File: config.mk
export PLATFORM = sky130hd
export DESIGN_NAME = pgchk_top
export DESIGN_NICKNAME = d
export VERILOG_FILES = /design/src/rtl/pgchk_pkg.sv /design/src/rtl/pgchk_datapath.sv /design/src/rtl/pgchk_control.sv /design/src/rtl/pgchk_top.sv
export SDC_FILE = /design/constraint.sdc
export NUM_CORES = 1
export LEC_CHECK = 0
export ABC_AREA = 1
export BUFFER_PORTS_ARGS = -buffer_cell sky130_fd_sc_hd__buf_2
export CAP_MARGIN = 20
export CORE_MARGIN = 1.5
export CORE_UTILIZATION = 35
export CTS_CLUSTER_SIZE = 20
export DETAILED_ROUTE_END_ITERATION = 6
export GPL_TIMING_DRIVEN = 0
export PLACE_DENSITY = 0.84
export SETUP_SLACK_MARGIN = 0.02
export SLEW_MARGIN = 20
export SYNTH_ARGS = -nofsm -noshare
export SYNTH_HDL_FRONTEND = slang
export SYNTH_SLANG_ARGS = --single-unit
File: constraint.sdc
create_clock -name clk -period 1.3 [get_ports clk]
set_input_delay 0.195 -clock clk [delete_from_list [all_inputs] [get_ports clk]]
set_output_delay 0.195 -clock clk [all_outputs]
set_load 0.01 [all_outputs]
File: src/rtl/pgchk_pkg.sv
package pgchk_pkg;

  // Field positions inside the leaf entry
  localparam int ENT_ACC_LSB = 2;
  localparam int ENT_MOD_BIT = 6;

  // Field positions inside the fault status word
  localparam int ST_OVF_BIT = 0;
  localparam int ST_VAL_BIT = 1;
  localparam int ST_TYPE_LSB = 2;
  localparam int ST_IDX_LSB = 5;
  localparam int ST_LVL_LSB = 8;
  localparam int ST_MIN_W = 10;

  // Permission-check error codes
  localparam logic [1:0] ERR_NONE = 2'd0;
  localparam logic [1:0] ERR_PROT = 2'd2;
  localparam logic [1:0] ERR_PRIV = 2'd3;

  typedef struct packed {
    logic recordFault;
    logic clearStatus;
    logic useWalkType;
  } ctlStrobe_t;

  // Rights granted by an access field, as {R,W,X}
  function automatic logic [2:0] grantRwx(input logic [2:0] acc, input logic sup);
    logic [2:0] g;
    case (acc)
      3'd0: g = 3'b100;
      3'd1: g = 3'b110;
      3'd2: g = 3'b101;
      3'd3: g = 3'b111;
      3'd4: g = 3'b001;
      3'd5: g = sup ? 3'b110 : 3'b100;
      3'd6: g = sup ? 3'b101 : 3'b000;
      default: g = sup ? 3'b111 : 3'b000;
    endcase
    return g;
  endfunction

endpackage

File: src/rtl/pgchk_datapath.sv
module pgchk_datapath
  import pgchk_pkg::*;
#(
  parameter int ADDR_W = 32,
  parameter int ENTRY_W = 32,
  parameter int STATUS_W = 32
) (
  input  logic                clk,
  input  logic                rstN,
  input  logic [ADDR_W-1:0]   reqAddr,
  input  logic                reqWrite,
  input  logic                reqFetch,
  input  logic                reqUser,
  input  logic [ENTRY_W-1:0]  leafEntry,
  input  logic [2:0]          walkFaultType,
  input  logic [1:0]          walkLevel,
  input  ctlStrobe_t          strobe,
  output logic [1:0]          errCode,
  output logic [2:0]          entryMask,
  output logic                entryModified,
  output logic [STATUS_W-1:0] statusQ,
  output logic [ADDR_W-1:0]   addrQ
);

  localparam int LVL_W = 2;
  localparam int IDX_W = 3;

  logic [IDX_W-1:0]    accIdx;
  logic [2:0]          accField;
  logic                isSup;
  logic [2:0]          grant;
  logic [2:0]          need;
  logic [2:0]          faultType;
  logic [STATUS_W-1:0] faultWord;
  logic [STATUS_W-1:0] statusD;
  logic                unusedEntryBits;

  assign isSup = ~reqUser;
  assign accIdx = {reqWrite, reqFetch, isSup};
  assign accField = leafEntry[ENT_ACC_LSB +: 3];
  assign entryModified = leafEntry[ENT_MOD_BIT];
  assign unusedEntryBits = ^leafEntry;

  assign grant = grantRwx(accField, isSup);
  assign need = {~reqWrite & ~reqFetch, reqWrite, reqFetch};

  always_comb begin
    if (!isSup && accField[2:1] == 2'b11) errCode = ERR_PRIV;
    else if ((need & ~grant) != 3'b000)   errCode = ERR_PROT;
    else                                  errCode = ERR_NONE;
  end

  assign entryMask = {grant[2], grant[1] & entryModified, grant[0]};

  assign faultType = strobe.useWalkType ? walkFaultType : {1'b0, errCode};

  always_comb begin
    faultWord = '0;
    faultWord[ST_LVL_LSB +: LVL_W] = walkLevel;
    faultWord[ST_IDX_LSB +: IDX_W] = accIdx;
    faultWord[ST_TYPE_LSB +: 3] = faultType;
    faultWord[ST_VAL_BIT] = 1'b1;
    if (statusQ != '0 && !strobe.clearStatus) faultWord[ST_OVF_BIT] = 1'b1;
  end

  always_comb begin
    statusD = statusQ;
    if (strobe.recordFault)      statusD = faultWord;
    else if (strobe.clearStatus) statusD = '0;
  end

  always_ff @(posedge clk) begin
    if (!rstN) begin
      statusQ <= '0;
      addrQ <= '0;
    end else begin
      statusQ <= statusD;
      if (strobe.recordFault) addrQ <= reqAddr;
    end
  end

  // a recorded fault always leaves the valid bit set
  p_valid_set_r5: assert property (@(posedge clk) disable iff (!rstN)
    strobe.recordFault |=> statusQ[ST_VAL_BIT]);

  // the faulting address is captured
  p_addr_capture_r7: assert property (@(posedge clk) disable iff (!rstN)
    strobe.recordFault |=> addrQ == $past(reqAddr));

  // an unread earlier fault raises overflow
  p_overflow_r6: assert property (@(posedge clk) disable iff (!rstN)
    (strobe.recordFault && statusQ != '0 && !strobe.clearStatus) |=> statusQ[ST_OVF_BIT]);

  // a read with no new fault empties the status word
  p_read_clear_r9: assert property (@(posedge clk) disable iff (!rstN)
    (strobe.clearStatus && !strobe.recordFault) |=> statusQ == '0);

  // quiet cycles leave both registers untouched
  p_hold_r11: assert property (@(posedge clk) disable iff (!rstN)
    (!strobe.clearStatus && !strobe.recordFault) |=> ($stable(statusQ) && $stable(addrQ)));

endmodule

File: src/rtl/pgchk_control.sv
module pgchk_control
  import pgchk_pkg::*;
(
  input  logic       clk,
  input  logic       rstN,
  input  logic       reqValid,
  input  logic       reqFetch,
  input  logic       reqUser,
  input  logic [2:0] walkFaultType,
  input  logic       noFault,
  input  logic       trapsEnabled,
  input  logic       statusRead,
  input  logic [1:0] errCode,
  input  logic [2:0] entryMask,
  input  logic       entryModified,
  output ctlStrobe_t strobe,
  output logic       permitted,
  output logic [2:0] rwxOut,
  output logic       trapInstr,
  output logic       trapData
);

  logic walkFault;
  logic permErr;
  logic fault;
  logic fullGrant;
  logic trapReq;

  assign walkFault = walkFaultType != 3'd0;
  assign permErr = (errCode != ERR_NONE) && !(noFault && reqUser);
  assign fault = reqValid && (walkFault || permErr);
  assign fullGrant = fault && (noFault || !trapsEnabled);
  assign trapReq = fault && !fullGrant;

  assign permitted = reqValid && !trapReq;
  assign trapInstr = trapReq && reqFetch;
  assign trapData = trapReq && !reqFetch;

  always_comb begin
    if (!reqValid || trapReq) rwxOut = 3'b000;
    else if (fullGrant)       rwxOut = 3'b111;
    else                      rwxOut = entryMask;
  end

  always_comb begin
    strobe.recordFault = fault;
    strobe.clearStatus = statusRead;
    strobe.useWalkType = walkFault;
  end

  // a trap only when trapping is allowed
  p_trap_gate_r8: assert property (@(posedge clk) disable iff (!rstN)
    (trapInstr || trapData) |-> (trapsEnabled && !noFault && reqValid));

  // never both trap kinds at once
  p_one_trap_r8: assert property (@(posedge clk) disable iff (!rstN)
    $onehot0({trapInstr, trapData}));

  // write right on an entry grant needs the modified bit
  p_write_needs_mod_r3: assert property (@(posedge clk) disable iff (!rstN)
    (rwxOut[1] && !fullGrant) |-> entryModified);

  // nothing is decided without a request
  p_idle_quiet_r11: assert property (@(posedge clk) disable iff (!rstN)
    !reqValid |-> (!permitted && rwxOut == 3'b000 && !strobe.recordFault));

endmodule

File: src/rtl/pgchk_top.sv
module pgchk_top
  import pgchk_pkg::*;
#(
  parameter int ADDR_W = 32,
  parameter int ENTRY_W = 32,
  parameter int STATUS_W = 32
) (
  input  logic                clk,
  input  logic                rstN,
  input  logic                reqValid,
  input  logic [ADDR_W-1:0]   reqAddr,
  input  logic                reqWrite,
  input  logic                reqFetch,
  input  logic                reqUser,
  input  logic [ENTRY_W-1:0]  leafEntry,
  input  logic [2:0]          walkFaultType,
  input  logic [1:0]          walkLevel,
  input  logic                noFault,
  input  logic                trapsEnabled,
  input  logic                statusRead,
  output logic                permitted,
  output logic                permR,
  output logic                permW,
  output logic                permX,
  output logic                trapInstr,
  output logic                trapData,
  output logic [STATUS_W-1:0] faultStatus,
  output logic [ADDR_W-1:0]   faultAddr
);

  ctlStrobe_t strobe;
  logic [1:0] errCode;
  logic [2:0] entryMask;
  logic       entryModified;
  logic [2:0] rwxOut;

  pgchk_datapath #(
    .ADDR_W(ADDR_W), .ENTRY_W(ENTRY_W), .STATUS_W(STATUS_W)
  ) i_datapath (
    .clk(clk), .rstN(rstN), .reqAddr(reqAddr), .reqWrite(reqWrite),
    .reqFetch(reqFetch), .reqUser(reqUser), .leafEntry(leafEntry),
    .walkFaultType(walkFaultType), .walkLevel(walkLevel), .strobe(strobe),
    .errCode(errCode), .entryMask(entryMask), .entryModified(entryModified),
    .statusQ(faultStatus), .addrQ(faultAddr)
  );

  pgchk_control i_control (
    .clk(clk), .rstN(rstN), .reqValid(reqValid), .reqFetch(reqFetch),
    .reqUser(reqUser), .walkFaultType(walkFaultType), .noFault(noFault),
    .trapsEnabled(trapsEnabled), .statusRead(statusRead), .errCode(errCode),
    .entryMask(entryMask), .entryModified(entryModified), .strobe(strobe),
    .permitted(permitted), .rwxOut(rwxOut), .trapInstr(trapInstr),
    .trapData(trapData)
  );

  assign {permR, permW, permX} = rwxOut;

  initial begin
    if (STATUS_W < ST_MIN_W) $error("STATUS_W too small for the status layout");
  end

endmodule

== Word-level counts from Yosys, hierarchy flattened ==
Cells that the tools add are included.
Word-level totals
  input bits: 78
  output and inout bits: 70
  bits in registers: 42
  logic and storage cells: 54
Operators by class
  mux-type cells: 12
  eq/ne operators: 7
  bitwise operators: 7
  reductions and logical operators: 26
Operators with widths (number)
  32-bit nonzero test: 1
  3-bit case mux with 7 select lines: 1
  10-bit two-way mux: 2
  3-bit two-way mux: 5
  1-bit logical AND: 10
  3-bit equality test (second input constant): 3
  1-bit logical NOT: 7
  3-bit by 2-bit equality test with 1-bit output (second input constant): 2
  2-bit two-way mux: 3
  3-bit nonzero test: 2
  2-bit nonzero test: 2
  3-bit AND: 1
  3-bit by 1-bit equality test with 1-bit output (second input constant): 1
  3-bit logical NOT: 1
  1-bit logical OR: 3
  1-bit inverter: 3
  3-bit inverter: 1
  1-bit AND: 2
  2-bit equality test (second input constant): 1
  1-bit two-way mux: 1

== Depth between registers and ports, before layout ==
Gate-level depths: netlist (run 1).
  depth after elaboration: 16
  mapped depth: 14
  depth with buffers taken out: 13

== Hierarchy ==
Synthesis (run 1) repeated with hierarchy kept, for this count alone.
Second synthesis, totals
  cell total of the unflattened synthesis: 267
  area, all modules: 1933.1 um^2
By module, submodules not included
  pgchk_datapath: cells an instance 235, area each 1784.2 um^2, times used 1
  pgchk_control: cells an instance 32, area each 148.9 um^2, times used 1

== Least setup slack after synthesis (run 1) ==
Ideal clock, no wire load.
  kind: input port to output port
  from: input port walkFaultType[2]
  to: output port permX
  buffers on the path: 1
  cell stages on the path: 9
  arrival time: 1.292 ns
  slack: -0.187 ns
  cells stage by stage: or2_2 -> nor2_1 -> nand2_2 -> nand2_4 -> inv_2 -> buf_6 -> nand2_1 -> nand2_1 -> nor2_1
On the way
  word-level cells in the longest chain between the ends: 8
Ends and longest elaborated chain
  start, declared: RTL line pgchk_top.sv:16  | input logic [2:0] walkFaultType,
  3-bit nonzero test *: RTL line pgchk_control.sv:29  | assign walkFault = walkFaultType != 3'd0;
  1-bit logical OR *: RTL line pgchk_control.sv:31  | assign fault = reqValid && (walkFault || permErr);
  1-bit logical AND *: RTL line pgchk_control.sv:31
  1-bit logical AND: RTL line pgchk_control.sv:32  | assign fullGrant = fault && (noFault || !trapsEnabled);
  1-bit logical NOT: RTL line pgchk_control.sv:33  | assign trapReq = fault && !fullGrant;
  1-bit logical AND: RTL line pgchk_control.sv:33
  1-bit logical OR: RTL line pgchk_control.sv:40  | if (!reqValid || trapReq) rwxOut = 3'b000;
  3-bit two-way mux *: RTL line pgchk_control.sv:40
  end, declared: RTL line pgchk_top.sv:24  | output logic permX,
Every way passes the cells marked *; elsewhere a longest branch is shown, timed or not.

== Worst setup path after layout (run 1) ==
  from: input port leafEntry[2]
  to: output port permW
On the way
  word-level cells in the longest chain between the ends: 16
Ends and longest elaborated chain
  start, declared: RTL line pgchk_top.sv:15  | input logic [ENTRY_W-1:0] leafEntry,
  3-bit equality test (tied with other cells): RTL line pgchk_pkg.sv:29  | case (acc)
  3-bit case mux with 7 select lines *: RTL line pgchk_pkg.sv:29
  3-bit inverter: RTL line pgchk_datapath.sv:49  | else if ((need & ~grant) != 3'b000) errCode = ERR_PROT;
  3-bit AND: RTL line pgchk_datapath.sv:49
  3-bit nonzero test: RTL line pgchk_datapath.sv:49
  2-bit two-way mux: RTL line pgchk_datapath.sv:49
  2-bit two-way mux: RTL line pgchk_datapath.sv:48  | if (!isSup && accField[2:1] == 2'b11) errCode = ERR_PRIV;
  2-bit nonzero test: RTL line pgchk_control.sv:30  | assign permErr = (errCode != ERR_NONE) && !(noFault && reqUser);
  1-bit logical AND: RTL line pgchk_control.sv:30
  1-bit logical OR: RTL line pgchk_control.sv:31
  1-bit logical AND: RTL line pgchk_control.sv:31
  1-bit logical AND: RTL line pgchk_control.sv:32
  1-bit logical NOT: RTL line pgchk_control.sv:33
  1-bit logical AND: RTL line pgchk_control.sv:33
  1-bit logical OR: RTL line pgchk_control.sv:40
  3-bit two-way mux *: RTL line pgchk_control.sv:40
  end, declared: RTL line pgchk_top.sv:23  | output logic permW,
Marked as above.

==> results of run 1 <==
## kinds of logic after synthesis
family / count (synthesis) / synth area share
buffers and inverters: 43 / 0.1496
and+or+nand+nor: 121 / 0.2797
other: 1 / 0.002010
AOI/OAI and AO/OA: 44 / 0.1180
DFF: 42 / 0.4507
## repair_timing
action / CTS / global route
gates resized for setup: 34 / 41
setup endpoints to repair: 16 / 44
setup buffers: 15 / 2
pin swaps: 13 / 10
## flip-flops by register name, summed over array words and instances (netlist names)
signal	flops
i_datapath.statusQ	10
i_datapath.addrQ	32
## worst max path at each step
stage	from	endpoint	cells after the start
floorplan	leafEntry[2]	permW	14
global placement	leafEntry[2]	permW	16
detailed placement	leafEntry[2]	permW	16
CTS	leafEntry[2]	permR	16
global route	reqWrite	trapInstr	11
finish	leafEntry[2]	permW	15
## layout by cell type, fill, tap and decap left out, types with 2 or more instances in the layout
cell,instances
inv_1,5
nor2_1,58
a21oi_1,4
buf_2,88
buf_12,2
o21ai_0,18
buf_4,39
nor2_4,7
buf_8,3
nand3_2,3
dfxtp_1,42
nand2_4,2
conb_1,22
clkbuf_8,6
clkbuf_1,4
a21oi_2,2
nand2_1,21
nand3_1,4
nand4_1,4
nand2_2,4
nand2_8,2
o21ai_1,19
nor2_2,12
buf_6,10
nor4_1,2
## final cells by class
type | instances | area (µm²)
fill | 474 | 2106
clock buffer | 6 | 82.58
inverter | 9 | 56.30
clock inverter | 1 | 30.03
tap | 70 | 87.58
buffer | 33 | 257.7
multi-input combinational | 187 | 958.4
sequential | 42 | 840.8
timing repair buffer | 113 | 688.2
## metal layers
| metal | global-route usage | vias to the layer above | wire [µm] |
|---|---|---|---|
| met5 | 0 | - | 0 |
| met4 | 0.08148 | 0 | 144 |
| met3 | 0.03473 | 17 | 328 |
| met2 | 0.3405 | 87 | 2700 |
| met1 | 0.2077 | 874 | 2202 |
| li1 | - | 1037 | - |
## power groups by stage
| stage | clock, W | combinational, W | sequential, W |
|---|---|---|---|
| 6_report | 0.00102 | 0.000776 | 0.00143 |
| 5_1_grt | 0.00111 | 0.000849 | 0.00145 |
| 4_1_cts | 0.00105 | 0.000738 | 0.00143 |
| 3_5_place_dp | 0 | 0.000633 | 0.00146 |
| 3_3_place_gp | 0 | 0.000622 | 0.00146 |
| 2_1_floorplan | 0 | 0.000345 | 0.00151 |
## stage by stage
stage          setup WS [ps]  utilization
6_report              -252.7       0.5877
5_1_grt               -327.4       0.5877
4_1_cts               -291.3       0.5774
3_5_place_dp          -486.7       0.5078
3_3_place_gp          -473.2       0.5078
2_1_floorplan         -64.37            -
## critical path: stages
cell,delay (ps)
buf_12,110
clkinv_8,40
nand2_4,30
nand2_2,70
nand2_1,50
nand2_1,70
nand3_2,80
nand2_2,90
nand2_2,70
nand2_4,100
inv_8,60
buf_8,120
nor2_4,110
nor2_4,40
buf_6,110
==> results.toml, run 1 <==
[synth]
synth-seq-cells = 42
syn_area_mm2 = 0.001866
yosys-top-cells-count = "nor2_1, dfxtp_1, o21ai_0, nand2_1, buf_4"
synth.area.top_cells = "dfxtp_1, nor2_1, o21ai_0, buf_4, nand2_1"
synth_warnings = 0
ys_seq_area_frac = 0.4507
synth_largest_area_cell = "dfxtp_1"
synth_top_cell_area_share = 0.4507
syn_inst = 251
synth_most_common_cell = "nor2_1"
synth_enable_flop_cells = 0
synthArstFlopShare = 0
syn_area_per_cell_um2 = 7.432
ys_types = 23
dominantRegCellSynth = "dfxtp_1"

[job]
cap_violations = 0

[pwr]
p_int_w = 0.002372
power_frac_seq = 0.444
irDropWorstVdd_uv = 511.7
p_per_area_mw_per_mm2 = 1076
netSwitchingPower_w = 0.0008574
comb_power_share = 0.240
switching_share = 0.2655
p_leak_nw = 1.546
finalPower_w = 0.003229
clkPwrFrac = 0.316

[placement]
placedCellCount = 439
portBuffers = 97
placed_area_mm2 = 0.002594
hpwlAfterDp_um = 3700
gp_congestion = 0.8240

[cts]
clk_pin_slew_worst_paths_ps = 80
tritoncts = "built"
h-tree-depth = 2
clk_path_buf_depth = 2
cts_sinks = 42
hold_buffers = 0
numCtsBuffers = 5
cts_root_buffer = "clkbuf_8"
clkLatencyLatePin_ps = 280

[worst_setup_path]
crit-reg2reg-launch = "i_datapath.statusQ[2]"
crit_fanout = 6
worstSetupPathType = "input pin to primary output"
rrSetupSlack_ps = 320
r2r-end = "i_datapath.statusQ[0]"
arrival_ps = 1360
r2r_cells = 4
cp-end-kind = "primary output"
start_kind = "input pin"
required_ps = 1110

[cells_and_area]
area_growth_pct = 60.90
nNetsFinal = 469
layout-drive-gt1-share = 0.4808
stdcell_count = 461
final_cell_area_mm2 = 0.003002
antenna_cells = 0

[worst_hold_path]
holdPathStages = 3
min_from = "walkLevel[1]"
hold_path.class = "input pin to flip-flop"
hold_end = "i_datapath.statusQ[9]"

[sta]
fin_crit_ps = 1553
holdWs_ps = 115.1
rsz0062_at_grt = "true"
finalMaxSlewViolations = 0
fin_tns_setup_ps = -1471
postLayoutSetupSlackWorst_ps = -252.7
timing.fmax_mhz = 644.0
setup_viol = 7
final.setup_skew_ps = 0.7027
post-route-period-util = 1.194
hold_viol_final = 0

[outcome]
status = "complete, but fails checks"
violations = "setup timing"

[routing]
drc = 0
routedWlPerCell_um = 11.66
totalWireLength_um = 5375
final_antenna_net_count = 0
vias = 2015
via_per_inst = 4.371
drt_iter0_drc = 21
drt_pass1_iterations = 4

[global_routing]
grt_pass1_wl_um = 8887
grt_pass1_vias = 2009
grt_usage = 0.1854
grt_max_degree = 13
grt_overflow = 0
antenna_found_initial = 0

[floorplan]
num_io_pins = 148
die-area_mm2 = 0.005777
core_area_mm2 = 0.005107
rows = 26
die_h_um = 76.01
die_w_um = 76.01
initial_core_util = 0.3653
Power figures use the tool's default switching activity.
==> run 2, diff against run 1 <==
ABC_AREA = default   (was 1)
CORE_UTILIZATION = 41   (was 35)
PLACE_DENSITY = 0.89   (was 0.84)
TNS_END_PERCENT = 20   (was default)
clock period = 1.75 ns   (was 1.3 ns; I/O delays follow)
==> run 2 against run 1 <==
Net effect:
- critical path type unchanged
- sequential share of layout area increased by 0.94 points
- final cell count decreased by 5.6%
- highest routed layer unchanged
- the flow still finishes with violations (setup timing)
- die area decreased by 6.2%
- critical endpoint is now permX
- largest power group unchanged
- synthesized cell count decreased by 6.0%
- setup slack improved by 39 ps
- first-iteration DRC count increased to 3.1 times the previous value
==> results.toml, run 2 <==
[outcome]
status = "complete, but fails checks"
violations = "setup timing"

[cts]
numCtsBuffers = 5
clkLatencyLatePin_ps = 280
cts_root_buffer = "clkbuf_8"
cts_sinks = 42
clk_path_buf_depth = 2
h-tree-depth = 2
clk_pin_slew_worst_paths_ps = 70
tritoncts = "built"
hold_buffers = 0

[sta]
setup_viol = 6
post-route-period-util = 1.122
timing.fmax_mhz = 509.2
final.setup_skew_ps = 4.636
postLayoutSetupSlackWorst_ps = -213.9
fin_crit_ps = 1964
finalMaxSlewViolations = 0
hold_viol_final = 0
rsz0062_at_grt = "true"

[worst_setup_path]
slowest_stage = "or3b_4"
critPathMaxStageDelay_ps = 390
critical_path.top_delay_family = "compound AO/OA/AOI/OAI gates"
crit_buf_inv = 3
required_ps = 1490
crit_fanout = 3
arrival_ps = 1700
cp-end-kind = "primary output"
crit_chain = "buf_8, or3b_4, a21oi_4, buf_4, nor3_1, o21ai_0, a21oi_1, buf_2"
start_kind = "input pin"
worstSetupPathType = "input pin to primary output"

[global_routing]
grt_pass1_vias = 1758
grt_max_degree = 12
grt_usage = 0.1843
grt_pass1_wl_um = 7721
antenna_found_initial = 0
grt_overflow = 0

[synth]
synth_largest_area_cell = "dfxtp_1"
dominantRegCellSynth = "dfxtp_1"
ys_types = 34
yosys-top-cells-count = "nand2_1, dfxtp_1, mux2i_1, buf_4"
ys_seq_area_frac = 0.4115
synth_enable_flop_cells = 0
synth-seq-cells = 42
syn_inst = 236
syn_area_mm2 = 0.002043
synth_warnings = 0
synth.area.top_cells = "dfxtp_1, mux2i_1, nand2_1, buf_4, nand3_1"
synth_top_cell_area_share = 0.4115
synthArstFlopShare = 0
syn_area_per_cell_um2 = 8.658
synth_most_common_cell = "nand2_1"

[cells_and_area]
layout_common_cells = "buf_2, nand2_1, dfxtp_1"
largest_registers = "i_datapath.addrQ: 32 flops, i_datapath.statusQ: 10 flops"
nFillCells = 454
regMostFlops = "i_datapath.addrQ"
final_common_cell = "buf_2"
antenna_cells = 0
layout-drive-gt1-share = 0.3913
largest_reg_flops = 32
nNetsFinal = 446
final_cell_area_mm2 = 0.002904
area_growth_pct = 42.13

[placement]
portBuffers = 96
dp_worst_setup_slack_ps = -356.9
gp_congestion = 0.8651
hpwlAfterDp_um = 3810
placed_area_mm2 = 0.002694

[routing]
routedWlPerCell_um = 12.11
drc = 0
drt_iter0_drc = 66
via_per_inst = 4.687
final_antenna_net_count = 0
vias = 2039
drt_pass1_iterations = 4
totalWireLength_um = 5266

[floorplan]
die_h_um = 73.60
initial_core_util = 0.4297
die_w_um = 73.60
rows = 25
die-area_mm2 = 0.005416
core_area_mm2 = 0.004755
num_io_pins = 148

[worst_hold_path]
hold_path.class = "input pin to flip-flop"

[pwr]
irDropWorstVdd_uv = 458.0
finalPower_w = 0.002118
p_per_area_mw_per_mm2 = 729.2
p_leak_nw = 1.541

[job]
cap_violations = 0
[run 2: changes by cell type after synthesis, moves of 4 or more]
cell	change
a21oi_1	-4
nand2_1	+45
inv_1	-5
mux2i_1	+38
nor2_2	-10
nor2_1	-65
o21ai_0	-30
[run 2: final cells by class]
class,instances,area (µm²),share of cell area
Multi-Input combinational cell,175,1045,0.3598
Inverter,4,15.01,0.005170
Clock buffer,7,76.32,0.02628
Timing Repair Buffer,104,570.5,0.1965
Sequential cell,42,840.8,0.2895
Buffer,36,272.8,0.09393
Tap cell,67,83.83,0.02887
[run 2: layer usage]
metal  part of all wire  global-route usage  routed length [µm]  up-vias
met5                  0                   0                   0        -
met4              0.017             0.05761                  87        0
met3              0.076             0.05624                 402        9
met2               0.52              0.3453                2753       92
met1               0.38              0.1948                2022      933
li1                   -                   -                   -     1005
[run 2: worst reg2reg max path, cell delays in order (launching register included)]
cell and delay (ps):
dfxtp_1 330, nor4_1 330, nand3_1 140, o2111a_1 150
[run 2: report_power, final]
| group | switching (W) | total (W) | internal, W |
|---|---|---|---|
| Sequential | 0.0000332 | 0.00105 | 0.00102 |
| Combinational | 0.000252 | 0.000496 | 0.000244 |
| Clock | 0.000296 | 0.000571 | 0.000275 |
| Total | 0.000581 | 0.00212 | 0.00154 |
[run 2: timing repair]
action | CTS | global route
resized for setup | 10 | 7
endpoints found under the setup margin | 6 | 28
buffers inserted | 6 | 2
pin swaps | 6 | 2
[run 2: cells by family (layout without fill, tap and decap cells)]
| logic type | Yosys count | after routing | synth area share |
|---|---|---|---|
| muxes | 38 | 38 | 0.1862 |
| other | 1 | 22 | 0.001835 |
| DFF | 42 | 42 | 0.4115 |
| and+or+nand+nor | 97 | 97 | 0.2009 |
| buffers and inverters | 40 | 151 | 0.1366 |
| AOI/OAI and AO/OA | 18 | 18 | 0.06308 |
[run 2: through the flow]
stage / setup TNS (ps) / cells / hold WS [ps] / utilization
after detailed placement: -7838 / 420 / 446.8 / 0.5666
after floorplan: 0 / 257 / 404.6 / -
after global placement: -6192 / 420 / 440.6 / 0.5666
after CTS: -751.7 / 433 / 205.8 / 0.6003
after global routing: -1277 / 435 / 204.0 / 0.6108
final: -1040 / 435 / 218.8 / 0.6108
[run 2: path summary, 6_finish.rpt]
| kind | depth (start not counted) | from | endpoint | slack (ps) |
|---|---|---|---|---|
| hold / removal | 3 | reqAddr[29] | i_datapath.addrQ[29] | 220 |
| hold reg to reg | 2 | i_datapath.addrQ[23] | i_datapath.addrQ[23] | 450 |
| setup / recovery | 8 | reqFetch | permX | -210 |
| setup reg to reg | 3 | i_datapath.statusQ[0] | i_datapath.statusQ[0] | 690 |
==> run 3, diff against run 2 <==
CORE_UTILIZATION = 42   (was 41)
CTS_BUF_LIST = sky130_fd_sc_hd__clkbuf_2   (was default)
PLACE_DENSITY = 0.9   (was 0.89)
TNS_END_PERCENT = 1   (was 20)
==> run 3 against run 2 <==
Net effect:
- the run still ends with setup timing left
- setup slack gained 90 ps
- clock power is 31% lower
- die area down 2.3%
==> results.toml, run 3 (synthesized netlist as in run 2, its figures left out) <==
[worst_hold_path]
hold_path.class = "input pin to flip-flop"
holdPathStages = 3
min_from = "reqAddr[28]"
hold_end = "i_datapath.addrQ[28]"

[floorplan]
die_w_um = 72.75
die-area_mm2 = 0.005293
rows = 25
core_area_mm2 = 0.004692
initial_core_util = 0.4355
die_h_um = 72.75
num_io_pins = 148

[job]
cap_violations = 0

[sta]
postLayoutSetupSlackWorst_ps = -123.8
fin_tns_setup_ps = -545.1
setup_viol = 8
finalMaxSlewViolations = 0
rsz0062_at_grt = "true"
holdWs_ps = 85.88
fin_crit_ps = 1874
timing.fmax_mhz = 533.7
post-route-period-util = 1.071
final.setup_skew_ps = 6.841
hold_viol_final = 0

[cells_and_area]
area_growth_pct = 37.35
nFillCells = 443
layout_common_cells = "buf_2, nand2_1, dfxtp_1"
multi_input_area_mm2 = 0.001039
fin_util = 0.5981
largest_registers = "i_datapath.addrQ: 32 flops, i_datapath.statusQ: 10 flops"
seq_area_um2 = 840.8
nNetsFinal = 442
layout-drive-gt1-share = 0.3836
antenna_cells = 0
final_common_cell = "buf_2"
largest_reg_flops = 32
regMostFlops = "i_datapath.addrQ"

[pwr]
p_leak_nw = 1.512
clkPwrFrac = 0.205
switching_share = 0.2991
netSwitchingPower_w = 0.0005773
p_int_w = 0.001353
power_frac_seq = 0.545
comb_power_share = 0.250
p_per_area_mw_per_mm2 = 687.9
irDropWorstVdd_uv = 466.9

[worst_setup_path]
worstSetupPathType = "input pin to primary output"
crit-reg2reg-launch = "i_datapath.statusQ[4]"
crit_chain = "buf_8, or3b_4, a21oi_4, a2bb2oi_4, o21a_1, buf_12, o21ai_2, buf_2"
arrival_ps = 1610
r2r_cells = 3
rrSetupSlack_ps = 690
r2r-end = "i_datapath.statusQ[0]"
cp-end-kind = "primary output"
critPathMaxStageDelay_ps = 390
start_kind = "input pin"
slowest_stage = "or3b_4"
crit_fanout = 3
required_ps = 1490

[placement]
hpwlAfterDp_um = 3808
portBuffers = 96
gp_congestion = 0.8707
dp_worst_setup_slack_ps = -360.5

[cts]
cts_root_buffer = "clkbuf_2"
clk_path_buf_depth = 2
tritoncts = "built"
clkLatencyLatePin_ps = 380
h-tree-depth = 2
clk_pin_slew_worst_paths_ps = 200
hold_buffers = 0
numCtsBuffers = 5
cts_sinks = 42

[global_routing]
grt_max_degree = 13
antenna_found_initial = 0
grt_usage = 0.1864
grt_pass1_vias = 1836
grt_pass1_wl_um = 7741
grt_overflow = 0

[routing]
routedWlPerCell_um = 12.00
drt_iter0_drc = 60
vias = 1969
drc = 0
final_antenna_net_count = 0
via_per_inst = 4.699
drt_pass1_iterations = 4
totalWireLength_um = 5028

[outcome]
status = "complete, but fails checks"
violations = "setup timing"
## run 3: cell types whose count changed in the layout (fill, tap and decap cells not counted), sizes merged
cell / previous run / this run
buf: 131 / 127
clkbuf: 16 / 15
clkinv: 1 / 3
## run 3: final cells by class
cell class	instances	area share
well taps	54	0.02407
clock inverters	2	0.003121
flip-flops and latches	42	0.2996
multi-input cells	175	0.3700
clock buffers	6	0.01070
repair buffers	101	0.1939
plain buffers	35	0.09318
inverters	4	0.005350
## run 3: power by group through the flow
stage	Clock (W)	Combinational, W	Sequential [W]
after floorplan	0	0.000252	0.00110
after global routing	0.000453	0.000527	0.00106
after global placement	0	0.000445	0.00107
after CTS	0.000418	0.000468	0.00105
after detailed placement	0	0.000454	0.00107
final	0.000396	0.000482	0.00105
## run 3: per-layer routing
layer / track usage / wire length [µm] / vias up / share of wire
met1: 0.2098 / 2029 / 870 / 0.40
met4: 0.06080 / 46 / 0 / 0.0091
met2: 0.3394 / 2572 / 90 / 0.51
met3: 0.04972 / 378 / 5 / 0.075
met5: 0 / 0 / - / 0
li1: - / - / 1004 / -
## run 3: how the worst max path moves through the flow
stage	start	end	slack (ps)
floorplan	leafEntry[3]	permW	20
global placement	leafEntry[3]	permW	-360
detailed placement	leafEntry[3]	permW	-360
CTS	reqFetch	permW	-160
global route	leafEntry[3]	permR	-180
finish	leafEntry[3]	permW	-120
## run 3: critical path, delay by kind of cell
kind | cells | cell delay, ps
buf+inv | 3 | 350
simple gates | 1 | 390
compound gates | 4 | 600
## run 3: per-stage QoR
stage / instance area, µm² / power (W) / instances
after detailed placement: 2678 / 0.001525 / 407
after global routing: 2806 / 0.002041 / 419
after global placement: 2678 / 0.001514 / 407
final: 2806 / 0.001931 / 419
after CTS: 2763 / 0.001939 / 418
after floorplan: 2130 / 0.001353 / 257
## run 3: repair_timing
action,4_1_cts,5_1_grt
gates resized for setup,10,6
setup endpoints to repair,6,36
setup buffers,4,1
pin swaps,4,3
hold endpoints to repair,0,0
